[src/rtl/tsu_pkg.sv]
package tsu_pkg;

    typedef enum logic [0:0] {
        SLOT_FREE = 1'b0,
        SLOT_HELD = 1'b1
    } slot_state_e;

    typedef struct packed {
        logic       tx_int_en;
        logic       udp_en;
        logic [3:0] msg_type;
        logic       msg_en;
        logic [1:0] ver_sel;
    } tsu_ctrl_t;

    localparam int CTRL_W   = 9;
    localparam int A_CTRL   = 0;
    localparam int A_TXST   = 1;
    localparam int A_RXST   = 2;
    localparam int A_TXLO   = 3;
    localparam int A_TXHI   = 4;
    localparam int A_RXBASE = 8;

    function automatic logic rx_filter_hit(input tsu_ctrl_t c, input logic [1:0] ver,
                                           input logic [3:0] msg, input logic udp);
        logic ver_ok;
        ver_ok = ((c.ver_sel == 2'd1) || (c.ver_sel == 2'd2)) && (ver == c.ver_sel);
        return ver_ok && (!c.msg_en || (msg == c.msg_type)) && (!udp || c.udp_en);
    endfunction

endpackage

[src/rtl/tsu_slot.sv]
module tsu_slot
    import tsu_pkg::*;
#(
    parameter int TIME_W = 64
) (
    input  logic              clk,
    input  logic              rst_n,
    input  logic              capture,
    input  logic              release_req,
    input  logic [TIME_W-1:0] time_in,
    output logic              held,
    output logic [TIME_W-1:0] stamp
);

    slot_state_e       state_q, state_d;
    logic [TIME_W-1:0] stamp_q;

    always_comb begin
        state_d = state_q;
        unique case (state_q)
            SLOT_FREE: if (capture)     state_d = SLOT_HELD;
            SLOT_HELD: if (release_req) state_d = SLOT_FREE;
        endcase
    end

    always_ff @(posedge clk or negedge rst_n) begin
        if (!rst_n) state_q <= SLOT_FREE;
        else        state_q <= state_d;
    end

    always_ff @(posedge clk or negedge rst_n) begin
        if (!rst_n)                               stamp_q <= '0;
        else if (state_q == SLOT_FREE && capture) stamp_q <= time_in;
    end

    always_comb begin
        held  = (state_q == SLOT_HELD);
        stamp = stamp_q;
    end

    AST_CAPTURE_STORES: assert property (@(posedge clk) disable iff (!rst_n)
        (!held && capture) |=> (held && stamp == $past(time_in)));
    AST_HELD_STABLE: assert property (@(posedge clk) disable iff (!rst_n)
        (held && !release_req) |=> (held && $stable(stamp)));
    AST_RELEASE_FREES: assert property (@(posedge clk) disable iff (!rst_n)
        (held && release_req) |=> !held);

endmodule

[src/rtl/tsu_alloc.sv]
module tsu_alloc #(
    parameter int N = 4,
    localparam int IDX_W = $clog2(N)
) (
    input  logic             clk,
    input  logic             rst_n,
    input  logic             req,
    input  logic [N-1:0]     held,
    output logic [N-1:0]     grant,
    output logic [IDX_W-1:0] grant_idx,
    output logic             full
);

    logic found;

    always_comb begin
        found     = 1'b0;
        grant_idx = '0;
        for (int i = 0; i < N; i++) begin
            if (!found && !held[i]) begin
                found     = 1'b1;
                grant_idx = IDX_W'(i);
            end
        end
        grant = '0;
        if (req && found) grant[grant_idx] = 1'b1;
        full = &held;
    end

    AST_ONE_GRANT: assert property (@(posedge clk) disable iff (!rst_n)
        $onehot0(grant));
    AST_GRANT_FREE_ONLY: assert property (@(posedge clk) disable iff (!rst_n)
        (grant & held) == '0);
    AST_NO_GRANT_FULL: assert property (@(posedge clk) disable iff (!rst_n)
        full |-> (grant == '0));

endmodule

[src/rtl/tsu_regs.sv]
module tsu_regs
    import tsu_pkg::*;
#(
    parameter int N      = 4,
    parameter int TIME_W = 64,
    parameter int DATA_W = 32,
    parameter int ADDR_W = 5
) (
    input  logic                      clk,
    input  logic                      rst_n,
    input  logic                      reg_wr,
    input  logic                      reg_rd,
    input  logic [ADDR_W-1:0]         reg_addr,
    input  logic [DATA_W-1:0]         reg_wdata,
    input  logic                      tx_held,
    input  logic [TIME_W-1:0]         tx_stamp,
    input  logic [N-1:0]              rx_held,
    input  logic [N-1:0][TIME_W-1:0]  rx_stamp,
    input  logic                      ovf_set,
    output tsu_ctrl_t                 ctrl,
    output logic [DATA_W-1:0]         reg_rdata,
    output logic                      reg_rvalid,
    output logic                      tx_release,
    output logic [N-1:0]              rx_release,
    output logic                      ovf
);

    localparam int HI_LSB = TIME_W - DATA_W;

    logic [DATA_W-1:0] rd_mux;
    logic              rxst_rd;
    logic              wdata_unused;

    assign wdata_unused = ^reg_wdata[DATA_W-1:CTRL_W];
    assign rxst_rd      = reg_rd && (reg_addr == ADDR_W'(A_RXST));

    always_comb begin
        rd_mux = '0;
        unique case (reg_addr)
            ADDR_W'(A_CTRL): rd_mux = DATA_W'(ctrl);
            ADDR_W'(A_TXST): rd_mux = DATA_W'(tx_held);
            ADDR_W'(A_RXST): rd_mux = DATA_W'({ovf, rx_held});
            ADDR_W'(A_TXLO): rd_mux = tx_stamp[DATA_W-1:0];
            ADDR_W'(A_TXHI): rd_mux = tx_stamp[TIME_W-1:HI_LSB];
            default: begin
                for (int k = 0; k < N; k++) begin
                    if (reg_addr == ADDR_W'(A_RXBASE + 2*k))
                        rd_mux = rx_stamp[k][DATA_W-1:0];
                    if (reg_addr == ADDR_W'(A_RXBASE + 2*k + 1))
                        rd_mux = rx_stamp[k][TIME_W-1:HI_LSB];
                end
            end
        endcase
    end

    always_comb begin
        tx_release = reg_rd && ((reg_addr == ADDR_W'(A_TXHI)) || (reg_addr == ADDR_W'(A_TXST)));
        for (int k = 0; k < N; k++)
            rx_release[k] = reg_rd && (reg_addr == ADDR_W'(A_RXBASE + 2*k + 1));
    end

    always_ff @(posedge clk or negedge rst_n) begin
        if (!rst_n) begin
            ctrl       <= '0;
            ovf        <= 1'b0;
            reg_rdata  <= '0;
            reg_rvalid <= 1'b0;
        end else begin
            if (reg_wr && reg_addr == ADDR_W'(A_CTRL))
                ctrl <= tsu_ctrl_t'(reg_wdata[CTRL_W-1:0]);
            if (ovf_set)      ovf <= 1'b1;
            else if (rxst_rd) ovf <= 1'b0;
            reg_rdata  <= reg_rd ? rd_mux : '0;
            reg_rvalid <= reg_rd;
        end
    end

    AST_OVF_SET: assert property (@(posedge clk) disable iff (!rst_n)
        ovf_set |=> ovf);
    AST_OVF_CLEAR: assert property (@(posedge clk) disable iff (!rst_n)
        (rxst_rd && !ovf_set) |=> !ovf);
    AST_RVALID_FOLLOWS: assert property (@(posedge clk) disable iff (!rst_n)
        reg_rd |=> reg_rvalid);

endmodule

[src/rtl/tsu_capture_top.sv]
module tsu_capture_top
    import tsu_pkg::*;
#(
    parameter int NUM_RX_SLOTS = 4,
    parameter int TIME_W       = 64,
    parameter int DATA_W       = 32,
    parameter int ADDR_W       = 5,
    localparam int IDX_W       = $clog2(NUM_RX_SLOTS)
) (
    input  logic              clk,
    input  logic              rst_n,
    input  logic [TIME_W-1:0] time_now,
    input  logic              tx_event,
    input  logic              rx_event,
    input  logic [1:0]        rx_ver,
    input  logic [3:0]        rx_msg_type,
    input  logic              rx_udp,
    output logic              rx_tag_valid,
    output logic              rx_tag_has_ts,
    output logic [IDX_W-1:0]  rx_tag_slot,
    input  logic              reg_wr,
    input  logic              reg_rd,
    input  logic [ADDR_W-1:0] reg_addr,
    input  logic [DATA_W-1:0] reg_wdata,
    output logic [DATA_W-1:0] reg_rdata,
    output logic              reg_rvalid,
    output logic              tx_irq
);

    tsu_ctrl_t                          ctrl;
    logic                               rx_hit;
    logic [NUM_RX_SLOTS-1:0]            rx_held, rx_grant, rx_release;
    logic [NUM_RX_SLOTS-1:0][TIME_W-1:0] rx_stamp;
    logic [IDX_W-1:0]                   grant_idx;
    logic                               rx_full;
    logic                               tx_held, tx_release;
    logic [TIME_W-1:0]                  tx_stamp;
    logic                               ovf;

    assign rx_hit = rx_event && rx_filter_hit(ctrl, rx_ver, rx_msg_type, rx_udp);

    tsu_alloc #(.N(NUM_RX_SLOTS)) alloc_i (
        .clk(clk), .rst_n(rst_n), .req(rx_hit), .held(rx_held),
        .grant(rx_grant), .grant_idx(grant_idx), .full(rx_full)
    );

    for (genvar k = 0; k < NUM_RX_SLOTS; k++) begin : g_rx_slot
        tsu_slot #(.TIME_W(TIME_W)) slot_i (
            .clk(clk), .rst_n(rst_n), .capture(rx_grant[k]),
            .release_req(rx_release[k]), .time_in(time_now),
            .held(rx_held[k]), .stamp(rx_stamp[k])
        );
    end

    tsu_slot #(.TIME_W(TIME_W)) tx_slot_i (
        .clk(clk), .rst_n(rst_n), .capture(tx_event),
        .release_req(tx_release), .time_in(time_now),
        .held(tx_held), .stamp(tx_stamp)
    );

    tsu_regs #(.N(NUM_RX_SLOTS), .TIME_W(TIME_W), .DATA_W(DATA_W), .ADDR_W(ADDR_W)) regs_i (
        .clk(clk), .rst_n(rst_n), .reg_wr(reg_wr), .reg_rd(reg_rd),
        .reg_addr(reg_addr), .reg_wdata(reg_wdata),
        .tx_held(tx_held), .tx_stamp(tx_stamp),
        .rx_held(rx_held), .rx_stamp(rx_stamp),
        .ovf_set(rx_hit && rx_full), .ctrl(ctrl),
        .reg_rdata(reg_rdata), .reg_rvalid(reg_rvalid),
        .tx_release(tx_release), .rx_release(rx_release), .ovf(ovf)
    );

    always_ff @(posedge clk or negedge rst_n) begin
        if (!rst_n) begin
            rx_tag_valid  <= 1'b0;
            rx_tag_has_ts <= 1'b0;
            rx_tag_slot   <= '0;
        end else begin
            rx_tag_valid  <= rx_event;
            rx_tag_has_ts <= rx_hit && !rx_full;
            rx_tag_slot   <= (rx_hit && !rx_full) ? grant_idx : '0;
        end
    end

    assign tx_irq = ctrl.tx_int_en && tx_held;

    AST_IRQ_NEEDS_TX: assert property (@(posedge clk) disable iff (!rst_n)
        tx_irq |-> tx_held);
    AST_TAG_POINTS_HELD: assert property (@(posedge clk) disable iff (!rst_n)
        (rx_tag_valid && rx_tag_has_ts) |-> rx_held[rx_tag_slot]);
    AST_TX_NO_OVERWRITE: assert property (@(posedge clk) disable iff (!rst_n)
        (tx_held && tx_event && !tx_release) |=> $stable(tx_stamp));
    AST_FULL_FLAGS_OVF: assert property (@(posedge clk) disable iff (!rst_n)
        (rx_hit && rx_full) |=> (ovf && !rx_tag_has_ts));

endmodule

[config.mk]
export PLATFORM = sky130hd
export DESIGN_NAME = tsu_capture_top
export DESIGN_NICKNAME = d
export VERILOG_FILES = /design/src/rtl/tsu_pkg.sv /design/src/rtl/tsu_slot.sv /design/src/rtl/tsu_alloc.sv /design/src/rtl/tsu_regs.sv /design/src/rtl/tsu_capture_top.sv
export SDC_FILE = /design/constraint.sdc
export NUM_CORES = 1
export LEC_CHECK = 0
export BUFFER_PORTS_ARGS = -buffer_cell sky130_fd_sc_hd__buf_2
export CAP_MARGIN = 20
export CORE_UTILIZATION = 50
export CTS_CLUSTER_DIAMETER = 30
export DETAILED_ROUTE_END_ITERATION = 6
export GPL_ROUTABILITY_DRIVEN = 0
export PLACE_DENSITY = 0.73
export SYNTH_ARGS = -nofsm -noshare
export SYNTH_HDL_FRONTEND = slang
export SYNTH_SLANG_ARGS = --single-unit
[constraint.sdc]
create_clock -name clk -period 2 [get_ports clk]
set_input_delay 0.2 -clock clk [delete_from_list [all_inputs] [get_ports clk]]
set_output_delay 0.2 -clock clk [all_outputs]
set_load 0.005 [all_outputs]
Word-level counts from Yosys, hierarchy flattened
Index checks and enable logic that the tools add are counted.
{"block": "classes", "addsub": 0, "multipliers": 0, "div_mod_pow": 0, "magnitude_cmp": 2, "n_eq_ne": 16, "shifts": 0, "mux": 38, "bitwise_logic": 5, "reduce_logical": 39}
{"operator": "32-bit 2-to-1 mux", "n": 9}
{"operator": "32-bit case mux with 5 select lines", "n": 1}
{"operator": "5-bit by 4-bit equality test with 1-bit output (second input constant)", "n": 8}
{"operator": "1-bit logical AND", "n": 24}
{"operator": "1-bit 2-to-1 mux", "n": 18}
{"operator": "5-bit by 2-bit equality test with 1-bit output (second input constant)", "n": 2}
{"operator": "1-bit case mux with 2 select lines", "n": 5}
{"operator": "1-bit logical NOT", "n": 8}
{"operator": "2-bit 2-to-1 mux", "n": 3}
{"operator": "5-bit by 1-bit equality test with 1-bit output (second input constant)", "n": 1}
{"operator": "5-bit by 3-bit equality test with 1-bit output (second input constant)", "n": 1}
{"operator": "5-bit logical NOT", "n": 1}
{"operator": "1-bit NOT", "n": 5}
{"operator": "4-bit equality test", "n": 1}
{"operator": "1-bit logical OR", "n": 4}
{"operator": "4-bit 2-to-1 mux", "n": 1}
{"operator": "4-bit AND reduction", "n": 1}
{"operator": "2-bit by 3-bit less-than comparator with 1-bit output (second input constant)", "n": 1}
{"operator": "1-bit demux with 2-bit select", "n": 1}
{"operator": "2-bit by 1-bit equality test with 1-bit output (second input constant)", "n": 1}
{"operator": "2-bit equality test", "n": 1}
{"operator": "2-bit equality test (second input constant)", "n": 1}
{"operator": "2-bit by 1-bit >= comparator with 1-bit output (second input constant)", "n": 1}
{"operator": "2-bit nonzero test", "n": 1}
{"block": "totals", "ff_bits": 372, "latch_bits": 0, "ram_bits": 0, "mem_bits_ro": 0, "in_bits": 114, "output_inout_bits": 38, "word_cells": 121, "mem_count": 0}

Longest topological paths before layout
{"block": "logic_depth", "word_depth": 16, "depth_mapped": 8, "ltp_nobuf": 5}

Modules after synthesis
From an unflattened synthesis, not the netlist that was laid out.
{"block": "hier_totals", "hier_cells": 1350, "hier_area_um2": 18982.0}
{"mod": "tsu_slot", "instances": 5, "cells_per_inst": 139, "area_each_um2": 2730.1, "seq_area_each_um2": 1626.6}
{"mod": "tsu_regs", "instances": 1, "cells_per_inst": 621, "area_each_um2": 5038.6, "seq_area_each_um2": 1076.0}
{"mod": "tsu_capture_top", "instances": 1, "cells_per_inst": 22, "area_each_um2": 232.7, "seq_area_each_um2": 100.1}
{"mod": "tsu_alloc", "instances": 1, "cells_per_inst": 12, "area_each_um2": 60.1, "seq_area_each_um2": 0.0}

Worst setup path before layout
Ideal clock, no wire load.
{"block": "synth_path", "kind": "register to register", "start": "register, netlist name regs_i.ctrl[6]", "end": "register g_rx_slot[1].slot_i.stamp_q[3]", "setup_ns": 0.125, "t_arrival_ns": 2.113, "required_time_ns": 1.875, "setup_slack_ns": -0.238, "stages_incl_launch_ff": 7, "path_buffers": 1, "cell_sequence": "dfrtp_1 xor2_1 o41ai_4 o2111ai_4 nor3_4 buf_6 mux2_2"}
{"block": "synth_between", "elab_chain_cells": 8}
{"element": "4-bit equality test", "line_no": "tsu_pkg.sv:28", "rtl": "return ver_ok && (!c.msg_en || (msg == c.msg_type)) && (!udp || c.udp_en);"}
{"element": "1-bit logical OR", "line_no": "tsu_pkg.sv:28"}
{"element": "1-bit logical AND (2 in a row)", "line_no": "tsu_pkg.sv:28"}
{"element": "1-bit logical AND", "line_no": "tsu_capture_top.sv:40", "rtl": "assign rx_hit = rx_event && rx_filter_hit(ctrl, rx_ver, rx_msg_type, rx_udp);"}
{"element": "1-bit logical AND", "line_no": "tsu_alloc.sv:26", "rtl": "if (req && found) grant[grant_idx] = 1'b1;"}
{"element": "4-bit 2-to-1 mux", "line_no": "tsu_alloc.sv:26"}
{"element": "1-bit logical AND", "line_no": "tsu_slot.sv:33", "rtl": "else if (state_q == SLOT_FREE && capture) stamp_q <= time_in;"}
{"element": "end signal, assigned", "line_no": "tsu_slot.sv:33"}
{"element": "end, declared", "line_no": "tsu_slot.sv:16", "rtl": "logic [TIME_W-1:0] stamp_q;"}
No other way between the ends.
A chain may end at the register's enable or synchronous reset.

Worst setup path in the final report
{"block": "layout_path", "start": "register, netlist name regs_i.ctrl[6]", "end": "register g_rx_slot[3].slot_i.stamp_q[21]"}
{"block": "layout_between", "elab_chain_cells": 8}
{"element": "4-bit equality test", "line_no": "tsu_pkg.sv:28"}
{"element": "1-bit logical OR", "line_no": "tsu_pkg.sv:28"}
{"element": "1-bit logical AND (2 in a row)", "line_no": "tsu_pkg.sv:28"}
{"element": "1-bit logical AND", "line_no": "tsu_capture_top.sv:40"}
{"element": "1-bit logical AND", "line_no": "tsu_alloc.sv:26"}
{"element": "4-bit 2-to-1 mux", "line_no": "tsu_alloc.sv:26"}
{"element": "1-bit logical AND", "line_no": "tsu_slot.sv:33"}
{"element": "end signal, assigned", "line_no": "tsu_slot.sv:33"}
{"element": "end, declared", "line_no": "tsu_slot.sv:16"}
No other way between the ends.

==> summary.md <==
| Metric | Value |
|---|---|
| Number of max-slew violations in the final report | `0` |
| Timing startpoint of the critical path | `regs_i.ctrl[6]$_DFFE_PN0P_` |
| Combinational Power Share | `0.143` |
| Biggest area contributors in the synthesized netlist | `dfrtp_1 55%, mux2_2 21%, a21oi_1 4.8%, o21ai_0 2.6%, mux4_2 1.7%` |
| Synthesized-area fraction occupied by ao, oa, aoi and oai cells | `0.134` |
| Depth of the worst register-to-register path | `7` |
| Worst Path Required | `2.46 ns` |
| Setup violation total in the final timing report | `258` |
| Synth Area in Simple Gates | `0.0365` |
| Count of standard-cell rows | `67` |
| Worst-skew pair later-pin latency | `0.59 ns` |
| Area delta synth->final | `38.5%` |
| Type of origin of the critical path | `flip-flop` |
| Proportion of total power due to net switching | `0.254` |
| Critical Path Sink Type | `flip-flop` |
| Number of vias after detailed routing | `13,300` |
| Most common cell after layout, fill and taps aside | `dfrtp_1` |
| CTS root buf | `clkbuf_16` |
| Synthesized instance count | `1,342` |
| Final instance count without filler cells | `2,186` |
| Cell chain of the critical path | `xor2_2 -> o41ai_4 -> o2111ai_4 -> nor3_2 -> buf_6 -> buf_12 -> mux2_2` |
| Pleak | `10.8 nW` |
| Outcome | `complete, but fails checks` |
| Most used cells in the layout excluding fill and tap cells | `372 x dfrtp_1, 170 x mux2_4, 161 x a21oi_1` |
| # IOs | `152` |
| Number of synthesized flops with an enable pin | `0` |
| Clock tree skew after final layout | `0.0321 ns` |
| Post-synthesis area per instance | `12.6 um2` |
| Number of iterations in the first detailed-routing pass | `5` |
| Wire length of the first global-routing pass | `81.1 mm` |
| Max-Cap Viols | `0` |
| GR Util All Layers | `0.309` |
| Number of global-route vias before repair | `14,200` |
| Floorplan die area | `0.0346 mm2` |
| Yosys warning total | `0` |
| Net Sw Power | `6.86 mW` |
| R2R Path Start | `regs_i.ctrl[6]$_DFFE_PN0P_` |
| Worst setup margin | `-0.375 ns` |
| Worst vdd ir | `0.822 mV` |
| Hold Path Cell Cnt | `2` |
| Max Freq | `421 MHz` |
| Clock transition at the registers of the reported paths | `0.05 ns` |
| Cell type with the highest aggregate area in the netlist | `dfrtp_1` |
| Clock power share | `0.491` |
| RSZ-0062 raised after global routing | `yes` |
| Placement-stage cell area | `0.0193 mm2` |
| Capture point of the worst reg-to-reg path | `g_rx_slot[3].slot_i.stamp[21]$_DFFE_PN0P_` |
| Sum of routed wire length over all layers | `52.5 mm` |
| Initial cell density of the core | `0.506` |
| WL met3 | `4.02 mm` |
| Detailed placement HPWL | `31.3 mm` |
| Slew @ Worst Pin | `0.688 ns` |
| Area of the core region | `0.0334 mm2` |
| Total met2 wirelength after detailed routing | `25.2 mm` |
| Slowest cell on crit path | `dfrtp_1` |
| Initial DRC Count | `1,114` |
| Final hold violations | `0` |
| Worst-path maximum fanout | `19` |
| Total power after layout | `27.0 mW` |
| Tightest Hold Check Type | `in -> reg` |
| Worst setup timing slack at the placement stage | `-0.375 ns` |
| Synthesized area | `0.0169 mm2` |
| H-tree depth | `3` |
| Critical path data arrival time | `2.83 ns` |
| Pin count of the biggest net entering global routing | `66` |
| Fraction of synthesized cell area in xor and xnor cells | `0.00259` |
| Slew Limit Headroom | `0.529` |
| Violations in the final reports | `setup timing` |
| Clock buffer count from CTS | `78` |
| Placed insts | `1,953` |
| Delay of the slowest cell on the worst path | `0.40 ns` |
| Register area share after synthesis | `0.550` |
| Number of antenna violations at the first check in global routing | `0` |
| Share of final-layout standard cells stronger than drive strength 1 | `0.444` |
| Netlist cell types | `59` |
| Die Wd | `186 um` |
| Power share of the sequential group | `0.367` |
| Power per cell area | `1150 mW/mm2` |
| Hold wc startpoint | `reg_rd` |
| Share of Yosys cell area claimed by the top area cell type | `0.550` |
| Commonest register cell after synthesis | `dfrtp_1` |
| Combinational family with the most area after synthesis | `multiplexers` |
| Post-synthesis mux area share | `0.245` |
| Buffer depth of the longest clock path | `3` |
| Net count after synthesis | `1,456` |
| Post-route antenna net violation count | `0` |
| Die height | `186 um` |
| Hold EP | `regs_i.reg_rvalid$_DFF_PN0_` |
| Shortest clock period the worst path allows after layout | `2.37 ns` |
| TritonCTS clock tree | `done` |
| Top routing layer in use | `met4` |
| Avg Vias per Cell | `6.09` |
| Routed length per placed instance | `24.0 um` |
| Count of buffers inserted at the top-level ports | `128` |
| Number of register bits inferred by synthesis | `372` |
| Count of clock tree sinks | `372` |
| Period Utilization, post-route | `1.19` |
| Post-Layout Inst Area | `0.0234 mm2` |
| Share of flip-flops with an asynchronous set or reset | `1.00` |
| Setup Crit Path Kind | `reg -> reg` |
| Adder and majority gate portion of the synthesized area | `0` |
| Final layout net count | `1,789` |
| Internal power | `20.1 mW` |
| Setup slack of the most critical reg-to-reg path | `-0.37 ns` |
| Sum of routed wire segments on met1 | `21.6 mm` |
| Count of unresolved DRC violations after routing | `0` |
| Total congestion overflow after global routing | `0` |
[cell type report]
class,count,area (um2)
fillers,2094,10000
flip-flops and latches,372,9310
multi-input cells,859,7750
repair buffers,355,3060
clock buffers,91,2070
clock inverters,51,654
well taps,448,561
inverters,9,33.8
diodes,1,2.50
[metrics by stage]
stage	hold WS, ns	TNS [ns]	utilization
after global routing	0.0625	-93.95	0.701
final	0.0803	-73.49	0.701
after global placement	0.179	-69.27	0.577
after floorplan	-0.0956	-42.73	-
after CTS	0.0546	-76.06	0.694
after detailed placement	0.183	-74.79	0.577
[worst max-delay path, delay by kind of cell, from the launching register on]
kind | cells | cell delay, ns
compound gates | 2 | 0.65
xor+xnor | 1 | 0.17
buf+inv | 2 | 0.41
flops | 1 | 0.40
mux | 1 | 0.36
simple gates | 1 | 0.27
[synthesized netlist by cell type, types with 5 or more instances]
library cell	count
mux2_2	321
buf_2	9
buf_1	6
mux4_2	13
nand2b_1	6
a31oi_1	6
o22a_1	13
o221ai_1	13
nand2_1	46
inv_1	7
nand3_1	8
mux2i_1	12
o21ai_0	89
a21o_1	8
nor3_1	6
a211oi_1	11
a2bb2oi_1	10
o21bai_1	7
o22ai_1	5
dfrtp_1	372
buf_4	11
nor2_1	37
buf_6	11
mux2_1	10
nor2b_1	6
a21oi_1	162
o21a_1	11
clkbuf_1	65
[how the worst max path moves through the flow]
stage	depth (start not counted)	slack (ns)	to
6_report	7	-0.37	g_rx_slot[3].slot_i.stamp[21]$_DFFE_PN0P_
5_1_grt	7	-0.44	g_rx_slot[3].slot_i.stamp[21]$_DFFE_PN0P_
4_1_cts	7	-0.35	g_rx_slot[3].slot_i.stamp[9]$_DFFE_PN0P_
3_5_place_dp	8	-0.38	g_rx_slot[0].slot_i.stamp[8]$_DFFE_PN0P_
3_3_place_gp	8	-0.35	g_rx_slot[0].slot_i.stamp[5]$_DFFE_PN0P_
2_1_floorplan	6	-0.23	g_rx_slot[1].slot_i.stamp[3]$_DFFE_PN0P_
[power groups by stage]
stage / clock network [mW] / logic (mW) / registers (mW)
finish: 13.2 / 3.85 / 9.90
floorplan: 0 / 2.33 / 9.63
CTS: 13.3 / 3.74 / 9.83
detailed placement: 0 / 3.38 / 9.90
global route: 13.7 / 4.13 / 10.0
global placement: 0 / 3.24 / 9.81
[what timing repair did]
item                                   in CTS  in global routing
buffers inserted                            9                  4
gates resized for setup                    73                 53
pin swaps                                   1                  0
setup endpoints to repair                 258                258
cloned                                      3                  2
endpoints found under the hold margin     528                  0
hold buffers                               76                  0
[sequential cells by signal, indices dropped and copies added (netlist names), 2 cells and up]
register                flops
regs_i.reg_rdata           32
rx_tag_slot                 2
g_rx_slot.slot_i.stamp    256
tx_slot_i.stamp            64
g_rx_slot.slot_i.held       4
regs_i.ctrl                 9
[kinds of logic after synthesis]
family	count (synthesis)
AO/OA/AOI/OAI	370
AND/OR/NAND/NOR	128
XOR/XNOR	5
buffers and inverters	111
multiplexers	356
flip-flops	372
[layer usage]
layer / GRT usage / vias to the layer above
met5: 0 / -
met4: 0.129 / 0
met3: 0.0657 / 139
met2: 0.496 / 682
met1: 0.408 / 6854
li1: - / 5637
No activity file was read; power rests on OpenSTA's default activity.
